===== src/rtl/i2c_cond_pkg.sv =====
`timescale 1ns/1ps
package i2c_cond_pkg;

    // Read/write bit positions; the layout is visible to software.
    localparam int unsigned BIT_BUSY    = 7;
    localparam int unsigned BIT_CPROT   = 6;
    localparam int unsigned BIT_DLEVEL  = 5;
    localparam int unsigned BIT_DPROT   = 4;
    localparam int unsigned BIT_SCLMON  = 3;
    localparam int unsigned BIT_SOFTRST = 1;

    typedef enum logic [2:0] {
        G_IDLE,
        G_S_SDA,   // start: SDA low, SCL released
        G_S_SCL,   // start: both low
        G_P_SDA,   // stop: SDA low, SCL low
        G_P_SCL,   // stop: SDA low, SCL released
        G_P_REL    // stop: both released
    } gen_state_e;

endpackage


===== src/rtl/i2c_line_sync.sv =====
`timescale 1ns/1ps
module i2c_line_sync #(
    parameter int unsigned STAGES    = 2,
    parameter logic        RESET_VAL = 1'b1
) (
    input  logic clk,
    input  logic rst_n,
    input  logic async_in,
    output logic sync_out
);
    logic [STAGES-1:0] chain_d, chain_q;

    always_comb begin
        chain_d = {chain_q[STAGES-2:0], async_in};
    end

    always_ff @(posedge clk or negedge rst_n) begin
        if (!rst_n) chain_q <= {STAGES{RESET_VAL}};
        else        chain_q <= chain_d;
    end

    assign sync_out = chain_q[STAGES-1];
endmodule


===== src/rtl/i2c_cond_gen.sv =====
`timescale 1ns/1ps
module i2c_cond_gen
    import i2c_cond_pkg::*;
#(
    parameter int unsigned HOLD_CYCLES = 4
) (
    input  logic clk,
    input  logic rst_n,
    input  logic soft_rst,
    input  logic req_start,
    input  logic req_stop,
    output logic gen_idle,
    output logic sda_low,
    output logic scl_low,
    output logic start_done,
    output logic stop_done
);
    localparam int unsigned CW = (HOLD_CYCLES > 1) ? $clog2(HOLD_CYCLES) : 1;
    localparam logic [CW-1:0] LAST = CW'(HOLD_CYCLES - 1);

    typedef struct packed {
        gen_state_e    st;
        logic [CW-1:0] cnt;
    } gen_t;

    gen_t g_d, g_q;
    logic last;

    always_comb begin
        g_d        = g_q;
        start_done = 1'b0;
        stop_done  = 1'b0;
        last       = (g_q.cnt == LAST);
        if (g_q.st != G_IDLE) g_d.cnt = g_q.cnt + 1'b1;
        case (g_q.st)
            G_IDLE: begin
                g_d.cnt = '0;
                if (req_start)     g_d.st = G_S_SDA;
                else if (req_stop) g_d.st = G_P_SDA;
            end
            G_S_SDA: if (last) begin g_d.st = G_S_SCL; g_d.cnt = '0; end
            G_S_SCL: if (last) begin g_d.st = G_IDLE;  g_d.cnt = '0; start_done = 1'b1; end
            G_P_SDA: if (last) begin g_d.st = G_P_SCL; g_d.cnt = '0; end
            G_P_SCL: if (last) begin g_d.st = G_P_REL; g_d.cnt = '0; end
            G_P_REL: if (last) begin g_d.st = G_IDLE;  g_d.cnt = '0; stop_done = 1'b1; end
            default: begin g_d.st = G_IDLE; g_d.cnt = '0; end
        endcase
        if (soft_rst) begin
            g_d.st     = G_IDLE;
            g_d.cnt    = '0;
            start_done = 1'b0;
            stop_done  = 1'b0;
        end
    end

    always_ff @(posedge clk or negedge rst_n) begin
        if (!rst_n) g_q <= '{st: G_IDLE, cnt: '0};
        else        g_q <= g_d;
    end

    assign gen_idle = (g_q.st == G_IDLE);
    assign sda_low  = (g_q.st == G_S_SDA) || (g_q.st == G_S_SCL) ||
                      (g_q.st == G_P_SDA) || (g_q.st == G_P_SCL);
    assign scl_low  = (g_q.st == G_S_SCL) || (g_q.st == G_P_SDA);

    AST_DONE_EXCL: assert property (@(posedge clk) disable iff (!rst_n)
        !(start_done && stop_done));
    AST_START_ORDER: assert property (@(posedge clk) disable iff (!rst_n)
        (g_q.st == G_S_SDA && last && !soft_rst) |=> (g_q.st == G_S_SCL));
    AST_STOP_ORDER: assert property (@(posedge clk) disable iff (!rst_n)
        (g_q.st == G_P_SCL && last && !soft_rst) |=> (g_q.st == G_P_REL));
endmodule


===== src/rtl/i2c_bus_cond_reg.sv =====
`timescale 1ns/1ps
module i2c_bus_cond_reg
    import i2c_cond_pkg::*;
#(
    parameter int unsigned HOLD_CYCLES = 4,
    parameter int unsigned SYNC_STAGES = 2
) (
    input  logic       clk,
    input  logic       rst_n,
    input  logic       wr_en,
    input  logic [7:0] wr_data,
    output logic [7:0] rd_data,
    input  logic       sda_in,
    input  logic       scl_in,
    input  logic       xfer_active,
    output logic       sda_oe,
    output logic       scl_oe,
    output logic       xfer_enable,
    output logic       ctl_reset
);
    typedef struct packed {
        logic busy;
        logic dout;
        logic xfer_en;
        logic ctl_rst;
        logic sda_prev;
    } reg_t;

    reg_t r_d, r_q;

    logic sda_s, scl_s;
    logic soft_rst, req_start, req_stop;
    logic gen_idle, gen_sda_low, gen_scl_low, start_done, stop_done;
    logic start_det, stop_det, dout_wr;

    i2c_line_sync #(.STAGES(SYNC_STAGES), .RESET_VAL(1'b1)) u_sda_sync (
        .clk(clk), .rst_n(rst_n), .async_in(sda_in), .sync_out(sda_s));
    i2c_line_sync #(.STAGES(SYNC_STAGES), .RESET_VAL(1'b1)) u_scl_sync (
        .clk(clk), .rst_n(rst_n), .async_in(scl_in), .sync_out(scl_s));

    always_comb begin
        soft_rst  = wr_en && wr_data[BIT_SOFTRST];
        req_start = wr_en && !wr_data[BIT_CPROT] &&  wr_data[BIT_BUSY] && gen_idle && !soft_rst;
        req_stop  = wr_en && !wr_data[BIT_CPROT] && !wr_data[BIT_BUSY] && gen_idle && !soft_rst;
        dout_wr   = wr_en && !wr_data[BIT_DPROT] && !xfer_active && gen_idle;
    end

    i2c_cond_gen #(.HOLD_CYCLES(HOLD_CYCLES)) u_gen (
        .clk(clk), .rst_n(rst_n), .soft_rst(soft_rst),
        .req_start(req_start), .req_stop(req_stop),
        .gen_idle(gen_idle), .sda_low(gen_sda_low), .scl_low(gen_scl_low),
        .start_done(start_done), .stop_done(stop_done));

    always_comb begin
        start_det = r_q.sda_prev && !sda_s && scl_s;
        stop_det  = !r_q.sda_prev && sda_s && scl_s;

        r_d          = r_q;
        r_d.sda_prev = sda_s;
        r_d.ctl_rst  = soft_rst;

        if (start_det)     r_d.busy = 1'b1;
        else if (stop_det) r_d.busy = 1'b0;

        if (dout_wr)         r_d.dout = wr_data[BIT_DLEVEL];
        else if (start_done) r_d.dout = 1'b0;
        else if (stop_done)  r_d.dout = 1'b1;

        if (start_done)     r_d.xfer_en = 1'b1;
        else if (stop_done) r_d.xfer_en = 1'b0;

        if (soft_rst) begin
            r_d.busy    = 1'b0;
            r_d.xfer_en = 1'b0;
        end
    end

    always_ff @(posedge clk or negedge rst_n) begin
        if (!rst_n) r_q <= '{busy: 1'b0, dout: 1'b1, xfer_en: 1'b0, ctl_rst: 1'b0, sda_prev: 1'b1};
        else        r_q <= r_d;
    end

    assign sda_oe      = gen_sda_low || (gen_idle && !r_q.dout);
    assign scl_oe      = gen_scl_low || (gen_idle && r_q.xfer_en);
    assign xfer_enable = r_q.xfer_en;
    assign ctl_reset   = r_q.ctl_rst;
    assign rd_data     = {r_q.busy, 1'b1, !sda_oe, 1'b1, scl_s, 1'b1, 1'b0, 1'b1};

    AST_BUSY_SET: assert property (@(posedge clk) disable iff (!rst_n)
        (start_det && !soft_rst) |=> r_q.busy);
    AST_BUSY_CLR: assert property (@(posedge clk) disable iff (!rst_n)
        (stop_det && !start_det && !soft_rst) |=> !r_q.busy);
    AST_REQ_PROTECT: assert property (@(posedge clk) disable iff (!rst_n)
        (wr_en && wr_data[BIT_CPROT] && gen_idle) |=> gen_idle);
    AST_DOUT_PROTECT: assert property (@(posedge clk) disable iff (!rst_n)
        (wr_en && wr_data[BIT_DPROT] && gen_idle) |=> $stable(r_q.dout));
    AST_DOUT_XFER: assert property (@(posedge clk) disable iff (!rst_n)
        (xfer_active && gen_idle) |=> $stable(r_q.dout));
    AST_XFER_ONLY_GEN: assert property (@(posedge clk) disable iff (!rst_n)
        $rose(r_q.xfer_en) |-> $past(start_done));
    AST_SOFT_RST: assert property (@(posedge clk) disable iff (!rst_n)
        soft_rst |=> (!r_q.busy && !r_q.xfer_en && ctl_reset && gen_idle));
endmodule


===== config.mk =====
export PLATFORM = sky130hd
export DESIGN_NAME = i2c_bus_cond_reg
export DESIGN_NICKNAME = d
export VERILOG_FILES = /design/src/rtl/i2c_cond_pkg.sv /design/src/rtl/i2c_line_sync.sv /design/src/rtl/i2c_cond_gen.sv /design/src/rtl/i2c_bus_cond_reg.sv
export SDC_FILE = /design/constraint.sdc
export NUM_CORES = 1
export LEC_CHECK = 0
export BUFFER_PORTS_ARGS = -buffer_cell sky130_fd_sc_hd__buf_4
export CELL_PAD_IN_SITES_DETAIL_PLACEMENT = 0
export CELL_PAD_IN_SITES_GLOBAL_PLACEMENT = 1
export CORE_ASPECT_RATIO = 0.75
export CORE_MARGIN = 2
export CORE_UTILIZATION = 38
export DETAILED_ROUTE_END_ITERATION = 6
export PLACE_DENSITY = 0.82
export SKIP_LAST_GASP = 1
export SYNTH_ARGS = -nofsm -noshare
export SYNTH_HDL_FRONTEND = slang
export SYNTH_HIERARCHICAL = 1
export SYNTH_SLANG_ARGS = --single-unit

===== constraint.sdc =====
create_clock -name clk -period 4.26 [get_ports clk]
set_clock_uncertainty 0.2 [all_clocks]
set_input_delay 0 -clock clk [delete_from_list [all_inputs] [get_ports clk]]
set_output_delay 0 -clock clk [all_outputs]
set_load 0.01 [all_outputs]

==> flow_metrics.env <==
export IMPL_status="finished, final reports clean"
export IMPL_core_area_um2=1770
export IMPL_cap_violations=0
export IMPL_power_density_nw_per_um2=381
export IMPL_fin_crit_ns=2.92
export IMPL_async_flop_share_pct=100
export IMPL_syn_area_um2=727
export IMPL_tns_ns=0
export IMPL_clk_pin_slew_ns=0.09
export IMPL_syn2layout_area_growth_pct=35.8
export IMPL_synth_edf_count=0
export IMPL_totalWireLength_mm=1.44
export IMPL_holdCritStartpoint="wr_data[6]"
export IMPL_min_path_cells=4
export IMPL_die_x_um=54.5
export IMPL_setup_worst_path_start_class="flop"
export IMPL_drive_gt1_share_pct=34.0
export IMPL_antenna_found_initial=0
export IMPL_synth_top_cell_area_share_pct=27.5
export IMPL_syn_avg_cell_area_um2=10.8
export IMPL_arrival_ns=2.89
export IMPL_rsz0062_at_grt="false"
export IMPL_io_buffers=17
export IMPL_gp_congestion=0.711
export IMPL_synth_seq_area_share_pct=49.2
export IMPL_vias=545
export IMPL_r2r_cells=6
export IMPL_cts_tree="done"
export IMPL_r2r_start="u_gen/g_q[2]"
export IMPL_die_area_um2=2280
export IMPL_cts_sinks=14
export IMPL_drc=0
export IMPL_htree_levels=1
export IMPL_clk_path_buf_depth=2
export IMPL_final_antenna_net_count=0
export IMPL_clock_fmax_mhz=343
export IMPL_yosysMostFrequentCell="dfrtp_1"
export IMPL_drt_vias_per_instance=4.70
export IMPL_first_global_vias=550
export IMPL_post_route_worst_setup_slack_ns=1.34
export IMPL_r2r_end="u_gen/g_q[3]"
export IMPL_rrSetupSlack_ns=1.34
export IMPL_slew_violations=0
export IMPL_dp_cells=100
export IMPL_worstSkewPairLatency_ns=0.28
export IMPL_leakage_nw=0.464
export IMPL_worst_path_max_fanout=8
export IMPL_die_h_um=41.9
export IMPL_wl_per_cell_um=12.4
export IMPL_hold_viol=0
export IMPL_rows=13
export IMPL_worst_ep_required_time_ns=4.23
export IMPL_ir_drop_mv=0.202
export IMPL_grt_max_degree=11
export IMPL_finalNetCount=110
export IMPL_min_to="u_gen/g_q[2]"
export IMPL_cts_buffers=3
export IMPL_period_share_pct=68.5
export IMPL_worst_slew_pin_slew_ns=0.788
export IMPL_finalNonFillerCells=116
export IMPL_dr_pass1_iters=4
export IMPL_clockRootBuffer="clkbuf_4"
export IMPL_path_class="flop to flop"
export IMPL_place_ws_ns=1.84
export IMPL_synth_seq_cells=14
export IMPL_setup_viol=0
export IMPL_yosys_top_cells_count="dfrtp_1, buf_4, dfstp_2, a21oi_1"
export IMPL_synth_cells=67
export IMPL_endpoint_kind="flop"
export IMPL_dp_hpwl_um=965
export IMPL_track_usage_pct=15.2
export IMPL_cts_resized=0
export IMPL_cts_setup_buffers=0
export IMPL_initial_core_util_pct=41.0
export IMPL_synth_area_leaders="dfrtp_1, dfstp_2, buf_4"
export IMPL_diodes=0
export IMPL_synth_area_leader_cell="dfrtp_1"
export IMPL_grt_pass1_wl_mm=2.39
export IMPL_synth_distinct_cells=31
export IMPL_grt_overflow=0
export IMPL_io_pins=26
export IMPL_ys_flop_type="dfrtp_1"
export IMPL_drtIter0Drc=9
export IMPL_slew_limit_headroom_pct=47.1
export IMPL_yosysWarningCount=6
export IMPL_hold_path_class="primary input to flop"
## sequential cells by signal (all words and copies together), names as in the netlist
name and count:
u_gen/g_q 5, r_q 2, u_scl_sync/chain_q 2, u_sda_sync/chain_q 2
ctl_reset 1, rd_data 1, xfer_enable 1
## metrics by stage
step | power, mW | hold slack, ns | util (%) | instance area, µm²
6_report | 0.376 | 0.0219 | 55.7 | 987
2_1_floorplan | 0.232 | -0.496 | - | 738
5_1_grt | 0.405 | 0.0529 | 55.7 | 987
4_1_cts | 0.380 | 0.0254 | 55.7 | 987
3_3_place_gp | 0.264 | -0.346 | 46.9 | 831
3_5_place_dp | 0.266 | -0.341 | 46.9 | 831
## repair_timing
item,4_1_cts,5_1_grt
hold endpoints to repair,25,0
hold buffers,12,0
setup endpoints to repair,0,0
## kinds of logic after synthesis
logic type | Yosys count | synth area share (%)
xor gates and xnor gates | 1 | 1.21
AOI/OAI and AO/OA | 16 | 17.0
and+or+nand+nor | 19 | 17.7
muxes | 1 | 1.38
buffers and inverters | 13 | 10.7
other | 2 | 1.03
adders and majority gates | 1 | 1.72
DFF | 14 | 49.2
## placed cells by master, fill, tap and decap left out, types with 2 or more instances in the layout
| master | n |
|---|---|
| nor2b_1 | 2 |
| dfstp_2 | 6 |
| nand2_1 | 2 |
| a21o_1 | 3 |
| nor2_1 | 4 |
| dfrtp_1 | 8 |
| inv_1 | 4 |
| clkbuf_4 | 3 |
| nand2b_1 | 2 |
| conb_1 | 5 |
| nor4_1 | 2 |
| dlygate4sd3_1 | 12 |
| a21oi_1 | 5 |
| buf_4 | 17 |
## metal layers
metal | routed length, µm | vias to the layer above | global-route usage [%]
li1 | - | 278 | -
met1 | 748 | 248 | 20.5
met2 | 601 | 17 | 21.4
met3 | 75 | 2 | 4.32
met4 | 10 | 0 | 9.00
met5 | 0 | - | 0
## report_power, final
part / internal (mW) / switching, mW / leakage [nW]
Sequential: 0.153 / 0.0142 / 0.170
Combinational: 0.0619 / 0.0501 / 0.273
Clock: 0.0520 / 0.0450 / 0.0210
## final cells by class
type	instances	area (µm²)
clock buffers	4	36.3
inverters	4	15.0
fillers	170	786
well taps	22	27.5
repair buffers	29	248
flip-flops and latches	14	358
multi-input cells	43	303
## worst max-delay path by stage
stage	end	startpoint
after floorplan	u_gen/g_q[3]	u_gen/g_q[2]
after CTS	u_gen/g_q[3]	u_gen/g_q[2]
after global placement	u_gen/g_q[3]	u_gen/g_q[2]
after detailed placement	u_gen/g_q[3]	u_gen/g_q[2]
final	u_gen/g_q[3]	u_gen/g_q[2]
after global routing	u_gen/g_q[3]	u_gen/g_q[2]
## worst max-delay path: stages, from the launching register on
cell and delay (ns):
dfrtp_1 0.48, nor3_1 0.68, nand2_1 0.19, nor4_1 0.26, dlygate4sd3_1 0.61, a21boi_1 0.06
a2111oi_1 0.32
(Power assumes the default switching activity.)
